$ cat src/rtl/instr_dec_pkg.sv
package instr_dec_pkg;

    localparam int INSTR_W  = 16;
    localparam int RIDX_W   = 5;
    localparam int ZERO_IDX = 29;
    localparam int IP_IDX   = 30;
    localparam int PIP_IDX  = 31;

    typedef enum logic [3:0] {
        OPC_NOP    = 4'h0,
        OPC_SKIP   = 4'h1,
        OPC_LDI_L  = 4'h2,
        OPC_LDI_H  = 4'h3,
        OPC_MEM    = 4'h4,
        OPC_RSV5   = 4'h5,
        OPC_MOVE   = 4'h6,
        OPC_RSV7   = 4'h7,
        OPC_SHIFT  = 4'h8,
        OPC_CMP    = 4'h9,
        OPC_NAND   = 4'hA,
        OPC_NOR    = 4'hB,
        OPC_ADDR   = 4'hC,
        OPC_ADDI   = 4'hD,
        OPC_MODE_R = 4'hE,
        OPC_MODE_C = 4'hF
    } opc_e;

    typedef enum logic [3:0] {
        ALU_NONE = 4'd0,
        ALU_PASS = 4'd1,
        ALU_SHL  = 4'd2,
        ALU_SHR  = 4'd3,
        ALU_CMP  = 4'd4,
        ALU_NAND = 4'd5,
        ALU_AND  = 4'd6,
        ALU_NOR  = 4'd7,
        ALU_OR   = 4'd8,
        ALU_ADD  = 4'd9,
        ALU_SUB  = 4'd10,
        ALU_LDL  = 4'd11,
        ALU_LDH  = 4'd12
    } alu_e;

    typedef struct packed {
        opc_e              opc;
        logic [RIDX_W-1:0] rs;
        logic [RIDX_W-1:0] rd;
        logic              use_imm;
    } fields_t;

    typedef struct packed {
        alu_e alu;
        logic wr_reg;
        logic ld;
        logic st;
        logic skip;
        logic mode_reg;
        logic mode_const;
    } ctrl_t;

    function automatic logic is_protected(input logic [RIDX_W-1:0] idx);
        return (idx == RIDX_W'(ZERO_IDX)) || (idx == RIDX_W'(PIP_IDX));
    endfunction

    function automatic logic is_ip(input logic [RIDX_W-1:0] idx);
        return idx == RIDX_W'(IP_IDX);
    endfunction

endpackage

$ cat src/rtl/dec_fields.sv
module dec_fields
    import instr_dec_pkg::*;
#(
    parameter int DATA_W = 16
) (
    input  logic [INSTR_W-1:0] instr,
    output fields_t            fld,
    output logic [DATA_W-1:0]  imm
);

    localparam int BYTE_W = 8;
    localparam int SHORT_W = 7;

    always_comb begin
        fld.opc     = opc_e'(instr[15:12]);
        fld.rs      = instr[10:6];
        fld.rd      = instr[4:0];
        fld.use_imm = 1'b0;
        imm         = '0;
        case (fld.opc)
            OPC_LDI_L, OPC_LDI_H: begin
                fld.rs             = '0;
                fld.rd             = {1'b0, instr[3:0]};
                fld.use_imm        = 1'b1;
                imm[BYTE_W-1:0]    = instr[11:4];
            end
            OPC_ADDI: begin
                fld.rs             = '0;
                fld.use_imm        = 1'b1;
                imm[SHORT_W-1:0]   = instr[11:5];
            end
            default: ;
        endcase
    end

endmodule

$ cat src/rtl/dec_ctrl.sv
module dec_ctrl
    import instr_dec_pkg::*;
(
    input  opc_e  opc,
    input  logic  inv,
    output ctrl_t ctl
);

    always_comb begin
        ctl = '{alu: ALU_NONE, wr_reg: 1'b0, ld: 1'b0, st: 1'b0,
                skip: 1'b0, mode_reg: 1'b0, mode_const: 1'b0};
        case (opc)
            OPC_SKIP:   ctl.skip = ~inv;
            OPC_LDI_L:  begin ctl.alu = ALU_LDL; ctl.wr_reg = 1'b1; end
            OPC_LDI_H:  begin ctl.alu = ALU_LDH; ctl.wr_reg = 1'b1; end
            OPC_MEM: begin
                ctl.ld     = ~inv;
                ctl.st     = inv;
                ctl.wr_reg = ~inv;
            end
            OPC_MOVE:   begin ctl.alu = ALU_PASS; ctl.wr_reg = 1'b1; end
            OPC_SHIFT:  begin ctl.alu = inv ? ALU_SHR : ALU_SHL; ctl.wr_reg = 1'b1; end
            OPC_CMP:    begin ctl.alu = ALU_CMP; ctl.wr_reg = 1'b1; end
            OPC_NAND:   begin ctl.alu = inv ? ALU_AND : ALU_NAND; ctl.wr_reg = 1'b1; end
            OPC_NOR:    begin ctl.alu = inv ? ALU_OR : ALU_NOR; ctl.wr_reg = 1'b1; end
            OPC_ADDR, OPC_ADDI: begin
                ctl.alu    = inv ? ALU_SUB : ALU_ADD;
                ctl.wr_reg = 1'b1;
            end
            OPC_MODE_R: ctl.mode_reg   = 1'b1;
            OPC_MODE_C: ctl.mode_const = 1'b1;
            default: ;
        endcase
    end

endmodule

$ cat src/rtl/inv_state.sv
module inv_state (
    input  logic clk,
    input  logic rst,
    input  logic valid,
    input  logic mode_reg,
    input  logic mode_const,
    input  logic const_bit,
    input  logic src_nonzero,
    output logic inv_q
);

    always_ff @(posedge clk) begin
        if (rst) begin
            inv_q <= 1'b0;
        end else if (valid && mode_const) begin
            inv_q <= const_bit;
        end else if (valid && mode_reg) begin
            inv_q <= src_nonzero;
        end
    end

endmodule

$ cat src/rtl/instr_decoder.sv
module instr_decoder
    import instr_dec_pkg::*;
#(
    parameter int DATA_W = 16
) (
    input  logic              clk,
    input  logic              rst,
    input  logic              instr_valid,
    input  logic [15:0]       instr,
    input  logic [DATA_W-1:0] src_val,
    output logic [4:0]        rs_idx,
    output logic [4:0]        rd_idx,
    output logic [DATA_W-1:0] imm,
    output logic              use_imm,
    output logic [3:0]        alu_op,
    output logic              inv_flag,
    output logic              mem_rd,
    output logic              mem_wr,
    output logic              skip_req,
    output logic              wb_en,
    output logic              ip_write,
    output logic              dst_blocked
);

    fields_t fld;
    ctrl_t   ctl;
    logic    inv_q;
    logic    src_nz;
    logic    wr_req;

    dec_fields #(.DATA_W(DATA_W)) u_fields (
        .instr (instr),
        .fld   (fld),
        .imm   (imm)
    );

    dec_ctrl u_ctrl (
        .opc (fld.opc),
        .inv (inv_q),
        .ctl (ctl)
    );

    // the zero register overrides whatever value was read for it
    assign src_nz = (fld.rs == RIDX_W'(ZERO_IDX)) ? 1'b0 : (|src_val);

    inv_state u_inv (
        .clk         (clk),
        .rst         (rst),
        .valid       (instr_valid),
        .mode_reg    (ctl.mode_reg),
        .mode_const  (ctl.mode_const),
        .const_bit   (instr[0]),
        .src_nonzero (src_nz),
        .inv_q       (inv_q)
    );

    assign wr_req      = instr_valid & ctl.wr_reg;
    assign dst_blocked = wr_req & is_protected(fld.rd);
    assign wb_en       = wr_req & ~is_protected(fld.rd);
    assign ip_write    = wb_en & is_ip(fld.rd);
    assign mem_rd      = instr_valid & ctl.ld;
    assign mem_wr      = instr_valid & ctl.st;
    assign skip_req    = instr_valid & ctl.skip;
    assign rs_idx      = fld.rs;
    assign rd_idx      = fld.rd;
    assign use_imm     = fld.use_imm;
    assign alu_op      = ctl.alu;
    assign inv_flag    = inv_q;

endmodule

$ cat config.mk
export PLATFORM = sky130hd
export DESIGN_NAME = instr_decoder
export DESIGN_NICKNAME = d
export VERILOG_FILES = /design/src/rtl/instr_dec_pkg.sv /design/src/rtl/dec_fields.sv /design/src/rtl/dec_ctrl.sv /design/src/rtl/inv_state.sv /design/src/rtl/instr_decoder.sv
export SDC_FILE = /design/constraint.sdc
export NUM_CORES = 1
export LEC_CHECK = 0
export BUFFER_PORTS_ARGS = -buffer_cell sky130_fd_sc_hd__buf_2
export CAP_MARGIN = 20
export CORE_AREA = 4 4 49 51
export DETAILED_ROUTE_END_ITERATION = 7
export DIE_AREA = 0 0 53 55
export PLACE_DENSITY_LB_ADDON = 0.05
export SETUP_SLACK_MARGIN = 0.02
export SYNTH_ARGS = -nofsm -noshare
export SYNTH_HDL_FRONTEND = slang
export SYNTH_SLANG_ARGS = --single-unit
$ cat constraint.sdc
create_clock -name clk -period 1.5 [get_ports clk]
set_input_delay 0.15 -clock clk [delete_from_list [all_inputs] [get_ports clk]]
set_output_delay 0.15 -clock clk [all_outputs]
set_load 0.03 [all_outputs]
After elaboration in Yosys (flattened, before gate mapping)
Index checks and enable logic that the tools add are counted.

operators by class
  equal/unequal tests = 17
  muxes and demuxes = 18
  bitwise logic cells = 9
  reduce and logical (&&, ||, !) cells = 9

operators by type and width
  kind                  number
  $eq A4 B4 Y1 const B  8
  $pmux W4 S8           1
  $eq A5 B5 Y1 const B  4
  $reduce_or A16 Y1     1
  $pmux W7 S2           1
  $mux W5               2
  $mux W1               9
  $reduce_or A9 Y1      1
  $eq A4 B2 Y1 const B  2
  $eq A4 B3 Y1 const B  2
  $and A1 B1 Y1         7
  $mux W2               3
  $eq A4 B1 Y1 const B  1
  $mux W4               1
  $reduce_or A2 Y1      2
  $reduce_or A3 Y1      1
  $logic_and A1 B1 Y1   2
  $not A1 Y1            2
  $pmux W1 S2           1
  $reduce_bool A2 Y1    1
  $logic_or A1 B1 Y1    1

storage, ports and cells
  register bits after elaboration = 1
  input port bits = 35
  output and inout port bits = 38
  logic and storage cells = 54

Depth between registers and ports, before layout
  depth in word-level cells = 8
  gate-level depth with buffers = 5
  depth with buffers taken out = 4

Cells and area by module
Synthesis repeated with hierarchy kept, for this count alone.

unflattened totals
  cells, all modules = 98
  area total of the unflattened synthesis = 709.4 sq um

modules (own cells, without submodules)
  module         times used  cells each  area each (sq um)  sequential area each (sq um)
  dec_fields     1           36          309.0              0.0
  dec_ctrl       1           38          236.5              0.0
  instr_decoder  1           17          110.1              0.0
  inv_state      1           7           53.8               20.0

Worst setup path before layout
Ideal clock, no wire load.

  kind = register -> output
  start point = register u_inv.inv_q
  end point = output mem_rd
  arrival = 1.704 ns
  data required time = 1.350 ns
  path slack = -0.354 ns
  stages on the path, launching flop included = 4
  buffers on the path = 1
  cells stage by stage = dfxtp_1 > buf_2 > nand2b_1 > nor4_1

between the ends
  word-level cells in the longest chain between the ends = 3

RTL lines
  what                      line                 text
  start: declaration        inv_state.sv:9       output logic inv_q
  start signal: assignment  inv_state.sv:16      inv_q <= const_bit;
  start signal: assignment  inv_state.sv:18      inv_q <= src_nonzero;
  $not A1 Y1                dec_ctrl.sv:17       ctl.ld = ~inv;
  $mux W2                   dec_ctrl.sv:12       case (opc)
  $and A1 B1 Y1             instr_decoder.sv:61  assign mem_rd = instr_valid & ctl.ld;
  end: declaration          instr_decoder.sv:17  output logic mem_rd,

No other way between the ends.

Worst setup path in the final report
  start point = input instr[12]
  end point = output alu_op[1]

between the ends
  word-level cells in the longest chain between the ends = 3
  elaborated cells between the ends (all ways) = 11
  those cells by class = 9 x eq/ne; 1 x mux; 1 x reduce/logical

RTL lines
  what                line                 text
  start: declaration  instr_decoder.sv:9   input logic [15:0] instr,
  $eq A4 B4 Y1        dec_ctrl.sv:12
  $reduce_or A2 Y1    dec_ctrl.sv:12
  $pmux W4 S8 *       dec_ctrl.sv:12
  end: declaration    instr_decoder.sv:15  output logic [3:0] alu_op,

Every way passes the cells marked *; elsewhere a longest branch is shown, timed or not.

==> results by group <==
Critical path
  • Levels on crit path: 7
  • Most used cell, CP: buf_2
  • Setup crit end: alu_op[1]
  • Critical Path AT: ~1.2 ns
  • R2R depth: 3
  • Crit path max fanout: 8
  • Critical path class: in2out
  • R2r endpoint: u_inv.inv_q
  • Critical path's top delay family: buffers and inverters
  • Bufs and invs on worst path: 3
  • Crit-path cells: buf_2, buf_4, nor2_1, o21bai_1, a22oi_1, o21ai_1, buf_2
  • WP data required: ~1.4 ns
  • Delay of the slowest critical-path stage: between 0.2 and 0.25 ns
  • Worst setup path startpoint: instr[12]
  • FF-to-FF Start: u_inv.inv_q
  • Slowest CP cell: nor2_1
  • CP Launch Type: primary input
  • R2r setup slk: 0.65 ns
  • CP Capture Type: primary output

Route
  • Drt first pass iters: 4
  • DRT iter0 DRCs: 4
  • Routed WL per cell: roughly 12 um
  • DRC viols: 0
  • DR top layer: met3
  • Vias: roughly 830
  • Vias per std cell: just under 5
  • Antenna-violating nets left: 0
  • Metal1 wirelength: between 800 and 900 um
  • WL met2: 1070 um
  • Routed WL: about 2000 um
  • Met3 wire len: about 120 um

Power
  • Clock share of power: 0
  • Reg power frac: 0.077
  • Switching power: between 0.2 and 0.25 mW
  • Pwr/cell area: roughly 360 mW/mm^2
  • Sw Share: 0.600
  • Static Leak: between 0.5 and 0.6 nW
  • Pint: between 0.1 and 0.15 mW
  • Peak VDD IR: around 200 uV
  • Gate power share: 0.923

Clock tree
  • Hold Buf Count CTS: 0
  • Post-CTS Setup Bufs: 0
  • CTS clk-pin slew, worst paths: 0 ns
  • Latest clock arrival within the worst-skew pair: 0 ns

Place
  • Dpl cell area: roughly 970 um^2
  • Port Buffers: 64
  • Global placement routability congestion: a little over 0.7
  • Final HPWL DP: about 1700 um

Timing
  • Final period util: 0.928
  • Setup TNS: 0 ns
  • FMAX: ~0.72 GHz
  • Tmin final: 1.39 ns
  • Fin. Hold Viols: 0
  • RSZ-0062 raised after global routing: no
  • Clock Skews: 0 ns
  • Final Max Slew Viols: 0
  • Final setup violation count: 0

Final layout
  • Top flop regs: u_inv.inv_q (1)
  • Largest register FFs: 1
  • Final net count: 183
  • Cell area after layout: ~970 um^2
  • Finished Core Util: 0.501
  • Fraction of final layout cells sized beyond drive strength 1: 0.575
  • Fill cells: ~210
  • Multi-input combinational cell area: about 530 um^2
  • Register name with the most flops: u_inv.inv_q
  • Storage cell area: roughly 24 um^2
  • Antenna diodes: 0
  • Synthesis-to-finish area growth: 61.7%

Status
  • Outcome: completed

Global routing
  • Initial antenna violation count: 0
  • First-pass GRT wire length: between 3000 and 4000 um
  • Largest net degree at the start of global routing: 13
  • Vias in the first global route: roughly 740
  • Tot GR Track Use: 0.135
  • Global route overflow: 0

Floorplanning
  • Number of cell rows: 16
  • Die ar.: 0.00292 mm^2
  • I/O pins: 73
  • Core Box Area: 0.00194 mm^2
  • Die X: roughly 53 um
  • Chip Height: around 55 um
  • Starting Density: 0.310

Flow run
  • Maxcap violations: 0

Logic synthesis
  • Cell taking the most area after synthesis: buf_4
  • Sequential area share after synthesis: 0.0333
  • Yosys reg bits: 1
  • Post-synthesis cell area: between 600 and 700 um^2
  • Yosys top cell area share: 0.175
  • Yosys cell types: 32
  • Top cells by area in the synthesized netlist: buf_4 (17%), a22o_1 (12%), nor4_1 (8.3%)
  • Syn_area_per_cell: between 7 and 8 um^2
  • Primary FF master, synth: dfxtp_1
  • Yosys warns: 0
  • Number of synthesized flops with an enable pin: 0
  • Gate Count Post-Synth: 85
  • Synth async-reset ratio: 0

Min path
  • Hold Crit Class: in2reg
power groups by stage:
| stage | registers [mW] | logic (mW) | clock network [mW] |
|---|---|---|---|
| floorplan | 0.0296 | 0.235 | 0 |
| global placement | 0.0274 | 0.324 | 0 |
| detailed placement | 0.0275 | 0.326 | 0 |
| CTS | 0.0274 | 0.327 | 0 |
| global route | 0.0274 | 0.351 | 0 |
| finish | 0.0274 | 0.326 | 0 |
cells in the final DEF (no fill, tap or decap):
master,n
a41oi_1,1
nor4_4,1
nand2_1,5
nor2_8,1
nor2_1,6
a221oi_2,1
conb_1,8
o31ai_1,1
nand4_1,2
nand3b_1,1
o21ai_1,2
nor4_2,3
o22ai_1,2
o211ai_1,1
nor4bb_4,1
nor2b_1,2
and4b_1,1
nand2b_1,3
dfxtp_4,1
xnor2_1,1
nor4_1,4
and2_1,6
a22o_1,8
nand2b_2,1
inv_1,2
nand2_4,1
o21bai_1,1
a22oi_1,1
a21oi_1,3
nor3b_2,1
buf_2,63
a21boi_0,1
buf_4,9
o311ai_2,1
synthesized netlist by cell type, types with 2 or more instances:
cell type / instances
buf_4: 14
a22o_1: 8
nor4_1: 8
and2_1: 6
nor2_1: 6
nand2_1: 5
buf_2: 4
a21oi_1: 3
nand2b_1: 3
inv_1: 2
nand4_1: 2
nor2b_1: 2
o21ai_1: 2
o22ai_1: 2
cells by family (layout without fill, tap and decap cells):
family                    Yosys count  after routing  share of synthesized area
buffers and inverters              20             74                      0.220
AOI/OAI and AO/OA                  23             23                      0.295
xor gates and xnor gates            1              1                     0.0146
DFF                                 1              1                     0.0333
and+or+nand+nor                    39             39                      0.430
other                               1              8                    0.00623
metal layers:
metal / GRT usage / up-vias
li1: - / 420
met1: 0.165 / 381
met2: 0.273 / 30
met3: 0.00268 / 0
met4: 0.00851 / 0
met5: 0 / -
worst reg2reg max path, stage by stage, from the launching register on:
cell	delay, ns
dfxtp_4	0.31
buf_4	0.16
inv_1	0.06
a221oi_2	0.22
per-stage QoR:
step / hold WS, ns / std cells / setup slack (ns) / power [mW]
2_1_floorplan: 0.207 / 92 / -0.125 / 0.264
3_3_place_gp: 0.312 / 173 / 0.0683 / 0.352
3_5_place_dp: 0.310 / 173 / 0.0453 / 0.354
4_1_cts: 0.313 / 173 / 0.0467 / 0.355
5_1_grt: 0.318 / 173 / 0.0210 / 0.378
6_report: 0.309 / 173 / 0.108 / 0.354
layout make-up:
type	instances	area share
multi-input cells	71	0.540
flip-flops and latches	1	0.0244
repair buffers	72	0.393
inverters	2	0.00771
well taps	27	0.0347
timing repair:
item                                   CTS  global route
setup endpoints to repair                0             1
resized for setup                        0             2
endpoints found under the hold margin    0             0
worst min path at each step:
stage,start,end,cells past startpoint
after floorplan,rst,u_inv.inv_q,1
after global placement,rst,u_inv.inv_q,2
after detailed placement,rst,u_inv.inv_q,2
after CTS,rst,u_inv.inv_q,2
after global routing,rst,u_inv.inv_q,2
final,rst,u_inv.inv_q,2
Note: power is estimated with default switching activity, not from simulation.
